### src/rtl/lcg_pkg.sv
package lcg_pkg;

    typedef enum logic [1:0] {
        SRC_INT  = 2'b00,
        SRC_EXT  = 2'b01,
        SRC_RSV2 = 2'b10,
        SRC_RSV3 = 2'b11
    } lcg_src_e;

    localparam int LCG_DEF_START = 3;
    localparam int LCG_DEF_WIDTH = 16;
    localparam int LCG_MIN_WIDTH = 2;

endpackage

### src/rtl/lcg_sync.sv
module lcg_sync #(
    parameter int STAGES = 2
) (
    input  logic clk,
    input  logic rst_n,
    input  logic d_in,
    output logic q_out
);

    logic [STAGES-1:0] stage_d, stage_q;

    generate
        if (STAGES == 1) begin : g_single
            always_comb stage_d = d_in;
        end else begin : g_chain
            always_comb stage_d = {stage_q[STAGES-2:0], d_in};
        end
    endgenerate

    always_ff @(posedge clk) begin
        if (!rst_n) stage_q <= '0;
        else        stage_q <= stage_d;
    end

    assign q_out = stage_q[STAGES-1];

endmodule

### src/rtl/lcg_line_counter.sv
module lcg_line_counter #(
    parameter int POS_W = 13
) (
    input  logic             clk,
    input  logic             rst_n,
    input  logic             hs_sync,
    input  logic             sync_lead,
    input  logic [POS_W-1:0] start,
    output logic             line_edge,
    output logic             hit
);

    localparam logic [POS_W-1:0] CNT_MAX = '1;

    typedef struct packed {
        logic             prev;
        logic             armed;
        logic [POS_W-1:0] cnt;
    } cnt_st_t;

    cnt_st_t st_d, st_q;

    always_comb begin
        st_d      = st_q;
        line_edge = sync_lead ? (hs_sync & ~st_q.prev) : (~hs_sync & st_q.prev);
        hit       = st_q.armed && (st_q.cnt == start) && !line_edge;
        st_d.prev = hs_sync;
        if (line_edge) begin
            st_d.cnt   = '0;
            st_d.armed = 1'b1;
        end else begin
            if (st_q.cnt != CNT_MAX) st_d.cnt = st_q.cnt + 1'b1;
            if (hit) st_d.armed = 1'b0;
        end
    end

    always_ff @(posedge clk) begin
        if (!rst_n) st_q <= '0;
        else        st_q <= st_d;
    end

endmodule

### src/rtl/lcg_pulse_shaper.sv
module lcg_pulse_shaper
    import lcg_pkg::*;
#(
    parameter int WID_W = 8
) (
    input  logic             clk,
    input  logic             rst_n,
    input  logic             hit,
    input  logic             line_edge,
    input  logic [WID_W-1:0] width,
    output logic             pulse
);

    localparam logic [WID_W-1:0] MIN_W = WID_W'(LCG_MIN_WIDTH);

    typedef struct packed {
        logic             active;
        logic [WID_W-1:0] rem;
    } shp_st_t;

    shp_st_t st_d, st_q;

    always_comb begin
        st_d = st_q;
        if (line_edge) begin
            st_d.active = 1'b0;
            st_d.rem    = '0;
        end else if (hit && (width >= MIN_W)) begin
            st_d.active = 1'b1;
            st_d.rem    = width;
        end else if (st_q.active) begin
            if (st_q.rem == WID_W'(1)) st_d.active = 1'b0;
            st_d.rem = st_q.rem - 1'b1;
        end
    end

    always_ff @(posedge clk) begin
        if (!rst_n) st_q <= '0;
        else        st_q <= st_d;
    end

    assign pulse = st_q.active;

endmodule

### src/rtl/line_clamp_gen.sv
module line_clamp_gen
    import lcg_pkg::*;
#(
    parameter int POS_W       = 13,
    parameter int LO_W        = 8,
    parameter int WID_W       = 8,
    parameter int OFS_W       = 8,
    parameter int SYNC_STAGES = 2
) (
    input  logic                  clk,
    input  logic                  rst_n,
    input  logic                  hsync_in,
    input  logic                  ext_clamp_in,
    input  logic                  cfg_load,
    input  logic                  cfg_sync_lead,
    input  logic                  cfg_avg_off,
    input  logic [1:0]            cfg_src,
    input  logic [POS_W-LO_W-1:0] cfg_start_hi,
    input  logic [LO_W-1:0]       cfg_start_lo,
    input  logic [WID_W-1:0]      cfg_width,
    input  logic                  ofs_wr,
    input  logic [OFS_W-1:0]      ofs_wdata,
    output logic                  clamp_out,
    output logic                  clamp_lead,
    output logic                  avg_start,
    output logic [OFS_W-1:0]      ofs_active
);

    typedef struct packed {
        logic             sync_lead;
        logic             avg_off;
        logic             ext_sel;
        logic [POS_W-1:0] start;
        logic [WID_W-1:0] width;
    } cfg_t;

    typedef struct packed {
        cfg_t             cfg;
        logic [OFS_W-1:0] pend;
        logic [OFS_W-1:0] act;
        logic             clamp;
        logic             lead;
        logic             avg;
    } top_st_t;

    top_st_t st_d, st_q;

    logic hs_s, ex_s, line_edge, hit, int_pulse, clamp_src;
    logic cfg_ext_q;
    logic [WID_W-1:0] cfg_width_q;

    lcg_sync #(.STAGES(SYNC_STAGES)) u_hs_sync (
        .clk   (clk),
        .rst_n (rst_n),
        .d_in  (hsync_in),
        .q_out (hs_s)
    );

    lcg_sync #(.STAGES(SYNC_STAGES)) u_ext_sync (
        .clk   (clk),
        .rst_n (rst_n),
        .d_in  (ext_clamp_in),
        .q_out (ex_s)
    );

    lcg_line_counter #(.POS_W(POS_W)) u_counter (
        .clk       (clk),
        .rst_n     (rst_n),
        .hs_sync   (hs_s),
        .sync_lead (st_q.cfg.sync_lead),
        .start     (st_q.cfg.start),
        .line_edge (line_edge),
        .hit       (hit)
    );

    lcg_pulse_shaper #(.WID_W(WID_W)) u_shaper (
        .clk       (clk),
        .rst_n     (rst_n),
        .hit       (hit),
        .line_edge (line_edge),
        .width     (st_q.cfg.width),
        .pulse     (int_pulse)
    );

    always_comb begin
        st_d = st_q;
        if (cfg_load) begin
            st_d.cfg.sync_lead = cfg_sync_lead;
            st_d.cfg.avg_off   = cfg_avg_off;
            st_d.cfg.ext_sel   = (lcg_src_e'(cfg_src) == SRC_EXT);
            st_d.cfg.start     = {cfg_start_hi, cfg_start_lo};
            st_d.cfg.width     = cfg_width;
        end
        clamp_src  = st_q.cfg.ext_sel ? ex_s : int_pulse;
        st_d.clamp = clamp_src;
        st_d.lead  = clamp_src & ~st_q.clamp;
        st_d.avg   = clamp_src & ~st_q.clamp & ~st_q.cfg.avg_off;
        if (ofs_wr) st_d.pend = ofs_wdata;
        if (st_d.lead) st_d.act = st_q.pend;
    end

    always_ff @(posedge clk) begin
        if (!rst_n) begin
            st_q               <= '0;
            st_q.cfg.start     <= POS_W'(LCG_DEF_START);
            st_q.cfg.width     <= WID_W'(LCG_DEF_WIDTH);
        end else begin
            st_q <= st_d;
        end
    end

    assign clamp_out   = st_q.clamp;
    assign clamp_lead  = st_q.lead;
    assign avg_start   = st_q.avg;
    assign ofs_active  = st_q.act;
    assign cfg_ext_q   = st_q.cfg.ext_sel;
    assign cfg_width_q = st_q.cfg.width;

endmodule

### config.mk
export PLATFORM = sky130hd
export DESIGN_NAME = line_clamp_gen
export DESIGN_NICKNAME = d
export VERILOG_FILES = /design/src/rtl/lcg_pkg.sv /design/src/rtl/lcg_sync.sv /design/src/rtl/lcg_line_counter.sv /design/src/rtl/lcg_pulse_shaper.sv /design/src/rtl/line_clamp_gen.sv
export SDC_FILE = /design/constraint.sdc
export NUM_CORES = 1
export LEC_CHECK = 0
export BUFFER_PORTS_ARGS = -buffer_cell sky130_fd_sc_hd__buf_2
export CAP_MARGIN = 20
export CORE_MARGIN = 4
export CORE_UTILIZATION = 45
export CTS_BUF_LIST = sky130_fd_sc_hd__clkbuf_16
export CTS_CLUSTER_SIZE = 40
export DETAILED_ROUTE_END_ITERATION = 16
export GPL_TIMING_DRIVEN = 0
export PLACE_DENSITY_LB_ADDON = 0.12
export RECOVER_POWER = 100
export SYNTH_ARGS = -nofsm -noshare
export SYNTH_HDL_FRONTEND = slang
export SYNTH_SLANG_ARGS = --single-unit
export TNS_END_PERCENT = 1
### constraint.sdc
create_clock -name clk -period 2 [get_ports clk]
set_input_delay 0.1 -clock clk [delete_from_list [all_inputs] [get_ports clk]]
set_output_delay 0.1 -clock clk [all_outputs]
set_load 0.02 [all_outputs]
### Word level (Yosys, flattened, before mapping)

Index checks and enable logic that the tools add are counted.

* reduce and logical (&&, ||, !) cells: 7
* eq/ne operators: 4
* bitwise operators: 9
* muxes and demuxes: 8
* $add $sub $neg: 2
* magnitude comparators: 1

Operator list (number)
* $mux W9: 2
* $mux W14: 1
* $add A13 B1 Y13 const B: 1
* $eq A13 B13 Y1: 1
* $mux W13: 1
* $ne A13 B13 Y1 const B: 1
* $eq A8 B1 Y1 const B: 1
* $ge A8 B2 Y1 const B: 1
* $sub A8 B1 Y8 const B: 1
* $not A1 Y1: 5
* $and A1 B1 Y1: 4
* $mux W1: 4
* $reduce_bool A2 Y1: 2
* $logic_and A1 B1 Y1: 3
* $eq A2 B1 Y1 const B: 1
* $reduce_or A2 Y1: 1
* $logic_not A1 Y1: 1

* register bits: 71
* bits of input ports: 39
* word-level logic and storage cells: 48
* output and inout port bits: 11

### Longest topological paths before layout

* depth after elaboration: 7
* mapped depth: 7
* mapped depth without buffers: 7

### Cells and area by module

A second synthesis with hierarchy kept.

* cell total of the unflattened synthesis: 324
* area, all modules: 3181.8 um2

By module, submodules not included
* line_clamp_gen: area each 1670.4 um2, cells an instance 155, sequential area each 860.8 um2, instances 1
* lcg_line_counter: area each 873.3 um2, cells an instance 99, sequential area each 300.3 um2, instances 1
* lcg_pulse_shaper: area each 533.0 um2, cells an instance 62, sequential area each 180.2 um2, instances 1
* lcg_sync: area each 52.6 um2, cells an instance 4, sequential area each 40.0 um2, instances 2

### Least setup slack after synthesis

No wires, ideal clock.

* kind: register -> register
* start: register u_shaper.st_q[2] (netlist bit)
* end: register u_shaper.st_q, in the netlist u_shaper.pulse
* arrival: 1.347 ns
* path slack: 0.538 ns
* data required time: 1.885 ns
* cell stages (with the launch flop): 4
* setup time: 0.115 ns
* buffers on the path: 0
* clock period less this slack: 1.462 ns
* path through: dfxtp_1 > or4_4 > o41a_1 > o21a_1

* cells in the longest elaborated chain, start to end: 4

RTL lines
* start, declared: RTL line lcg_pulse_shaper.sv:21 `shp_st_t st_d, st_q;`
* start signal, assigned: RTL line lcg_pulse_shaper.sv:39 `else st_q <= st_d;`
* $eq A8 B1 Y1: RTL line lcg_pulse_shaper.sv:32 `if (st_q.rem == WID_W'(1)) st_d.active = 1'b0;`
* $mux W1: RTL line lcg_pulse_shaper.sv:32
* $mux W9: RTL line lcg_pulse_shaper.sv:31 `end else if (st_q.active) begin`
* $mux W9: RTL line lcg_pulse_shaper.sv:28 `end else if (hit && (width >= MIN_W)) begin`

Every way passes these cells. The select of a mux whose other input is x is not followed.
A chain may end at the register's enable or synchronous reset.

### Worst setup path in the final report

* start: register u_shaper.st_q, in the netlist u_shaper.pulse
* end: register st_q, in the netlist ofs_active[3]

* cells in the longest elaborated chain, start to end: 2

RTL lines
* $mux W1: RTL line line_clamp_gen.sv:94 `clamp_src = st_q.cfg.ext_sel ? ex_s : int_pulse;`
* $and A1 B1 Y1: RTL line line_clamp_gen.sv:96 `st_d.lead = clamp_src & ~st_q.clamp;`
* end signal, assigned: RTL line line_clamp_gen.sv:108 `st_q <= st_d;`
* end, declared: RTL line line_clamp_gen.sv:46 `top_st_t st_d, st_q;`

Every way passes these cells.

==> impl_metrics.json <==
{
  "status": "finished clean",
  "slowest_stage": "nor2_1",
  "syn_avg_cell_area_um2": 9.918,
  "final_nets": 415,
  "vias_per_cell": 4.873,
  "tightest_slew_ns": 0.8517,
  "h-tree-depth": 3,
  "cts_root_buffer": "clkbuf_16",
  "synth_nets": 355,
  "ir_drop_mv": 0.4327,
  "ys_dominant_reg_cell": "dfxtp_1",
  "crit_path_start_kind": "flop",
  "yosysUniqueCellTypes": 37,
  "vias": 2227,
  "critPathRequiredTime_ns": 2.22,
  "hold_class": "in -> reg",
  "grt_use_total": 0.1555,
  "whs_ns": 0.007388,
  "ys_warn_count": 0,
  "dp_hpwl_um": 4409,
  "rsz0062_at_grt": "false",
  "clk_latency_ns": 0.33,
  "critPathTopFamily": "simple AND/OR/NAND/NOR gates",
  "fp.dieH_um": 91.06,
  "numCtsBuffers": 9,
  "path_clk_slew_ns": 0.05,
  "clock_path_buffers": 2,
  "yosys.area.top_type": "dfxtp_1",
  "initial_core_util": 0.4594,
  "grt_pass1_vias": 2240,
  "num_rows": 30,
  "gp_congestion": 0.7852,
  "post_cts_buffers": 0,
  "crit_path_frequent_cell": "mux2i_1",
  "fmaxAchievable_ghz": 0.5687,
  "dp_slack_ns": 0.3105,
  "synth_most_common_cell": "dfxtp_1",
  "synth.area.top_cells": "dfxtp_1 46%, mux2i_1 16%, nor2b_1 7.5%, xor2_1 6.2%, nand2_1 3.4%",
  "async_flop_share": 0,
  "drive_gt1_frac": 0.1751,
  "period_share": 0.8792,
  "drt-total-wl_um": 6038,
  "timing.slew.headroom": 0.4301,
  "leakage_nw": 1.576,
  "die_area_um2": 8291,
  "cp_slowest_stage_delay_ns": 0.67,
  "antenna_found_initial": 0,
  "core_area_um2": 6756,
  "ios": 50,
  "drtIter0Drc": 80,
  "period_needed_ns": 1.758,
  "finalSetupViolCount": 0,
  "wl_per_cell_um": 13.21,
  "clkSinkCount": 71,
  "fin_skew_ns": 0.005383,
  "grt_pass1_wl_um": 10400,
  "synth-edff-count": 0,
  "firstDrtPassIters": 4,
  "fillers": 645,
  "area.growth.synth_to_final_pct": 18.66,
  "cts_tree": "done",
  "drv_cap": 0,
  "grt_max_degree": 12,
  "finalHoldViolCount": 0,
  "ant_nets": 0,
  "portBuffers": 47,
  "setup_ws_ns": 0.2416,
  "cp_cell_sequence": "mux2i_1, nor2_1, mux2i_1, nor2b_1",
  "drc": 0,
  "ys_seq_elements": 71,
  "drv_slew": 0,
  "syn_inst": 313,
  "grt-ovfl-total": 0,
  "crit_buf_inv": 0,
  "die_w_um": 91.06,
  "syn_area_um2": 3104,
  "ys_seq_area_frac": 0.4579,
  "powerDensity_nw_per_um2": 837.5,
  "synth_top_cell_area_share": 0.4579,
  "end_kind": "flop",
  "synth_common_cells": "71 x dfxtp_1, 49 x mux2i_1, 37 x nor2b_1",
  "criticalPathCategory": "reg -> reg",
  "cp_max_fo": 8,
  "tns_ns": 0,
  "crit_arrival_ns": 1.98,
  "n_antenna_cell": 0
}
==> worst reg2reg max path, cell delays in order, from the launching register on <==
cell and delay, ns:
dfxtp_1 0.49, mux2i_1 0.16, nor2_1 0.67, mux2i_1 0.27
nor2b_1 0.06
==> flip-flops by register name, summed over array words and instances, names as in the netlist <==
signal,count
u_ext_sync.stage_q,2
u_hs_sync.stage_q,2
ofs_active,8
clamp_lead,1
u_counter.st_q,15
u_shaper.st_q,8
cfg_width_q,8
clamp_out,1
cfg_ext_q,1
avg_start,1
u_shaper.pulse,1
st_q,23
==> final timing paths <==
path                    from  slack (ns)  cells past startpoint             to
max reg2reg   u_shaper.pulse        0.24                      4  ofs_active[3]
min reg2reg         st_q[41]        0.43                      1      avg_start
max           u_shaper.pulse        0.24                      4  ofs_active[3]
min          cfg_start_lo[0]       0.007                      3       st_q[27]
==> placed cells by master, fill, tap and decap left out, drive strengths merged, types with 9 or more instances in the layout <==
cell / instances
and2: 9
buf: 47
clkbuf: 30
dfxtp: 71
mux2i: 49
nand2: 29
nor2: 17
nor2b: 37
nor3: 9
xor2: 22
==> cell families after synthesis <==
kind of cell | after synthesis | share of synthesized area
compound gates | 14 | 0.03064
xor+xnor | 29 | 0.08182
fa+ha+maj | 3 | 0.01209
buf+inv | 26 | 0.04474
flops | 71 | 0.4579
mux | 49 | 0.1580
simple gates | 121 | 0.2148
==> layer usage <==
layer | up-vias | share of wire | global-route usage
li1 | 1158 | - | -
met1 | 1018 | 0.49 | 0.2088
met2 | 39 | 0.44 | 0.2311
met3 | 12 | 0.048 | 0.03811
met4 | 0 | 0.022 | 0.07915
met5 | - | 0 | 0
==> cell type report <==
class / count / area, µm² / area share
buffer: 21 / 118.9 / 0.03227
clock buffer: 9 / 225.2 / 0.06114
clock inverter: 6 / 28.78 / 0.007813
inverter: 5 / 18.77 / 0.005095
multi-input combinational: 216 / 1530 / 0.4154
sequential: 71 / 1421 / 0.3859
tap: 80 / 100.1 / 0.02717
timing repair buffer: 49 / 240.2 / 0.06522
==> repair_timing <==
item | CTS | global route
hold endpoints to repair | 2 | 0
resized for setup | 0 | 0
hold buffers | 2 | 0
==> stage by stage <==
step                  util  power (mW)  cells  cell area (µm²)
global route        0.5452       3.226    457             3684
global placement    0.5091       1.743    440             3440
detailed placement  0.5091       1.748    440             3440
CTS                 0.5496       3.136    457             3714
floorplan                -       1.668    313             3104
finish              0.5452       3.085    457             3684
==> report_power, final <==
group / internal (mW) / switching, mW
clock: 0.814 / 0.555
combinational: 0.112 / 0.101
sequential: 1.47 / 0.0365
total: 2.39 / 0.693
No activity file was read; power rests on OpenSTA's default activity.
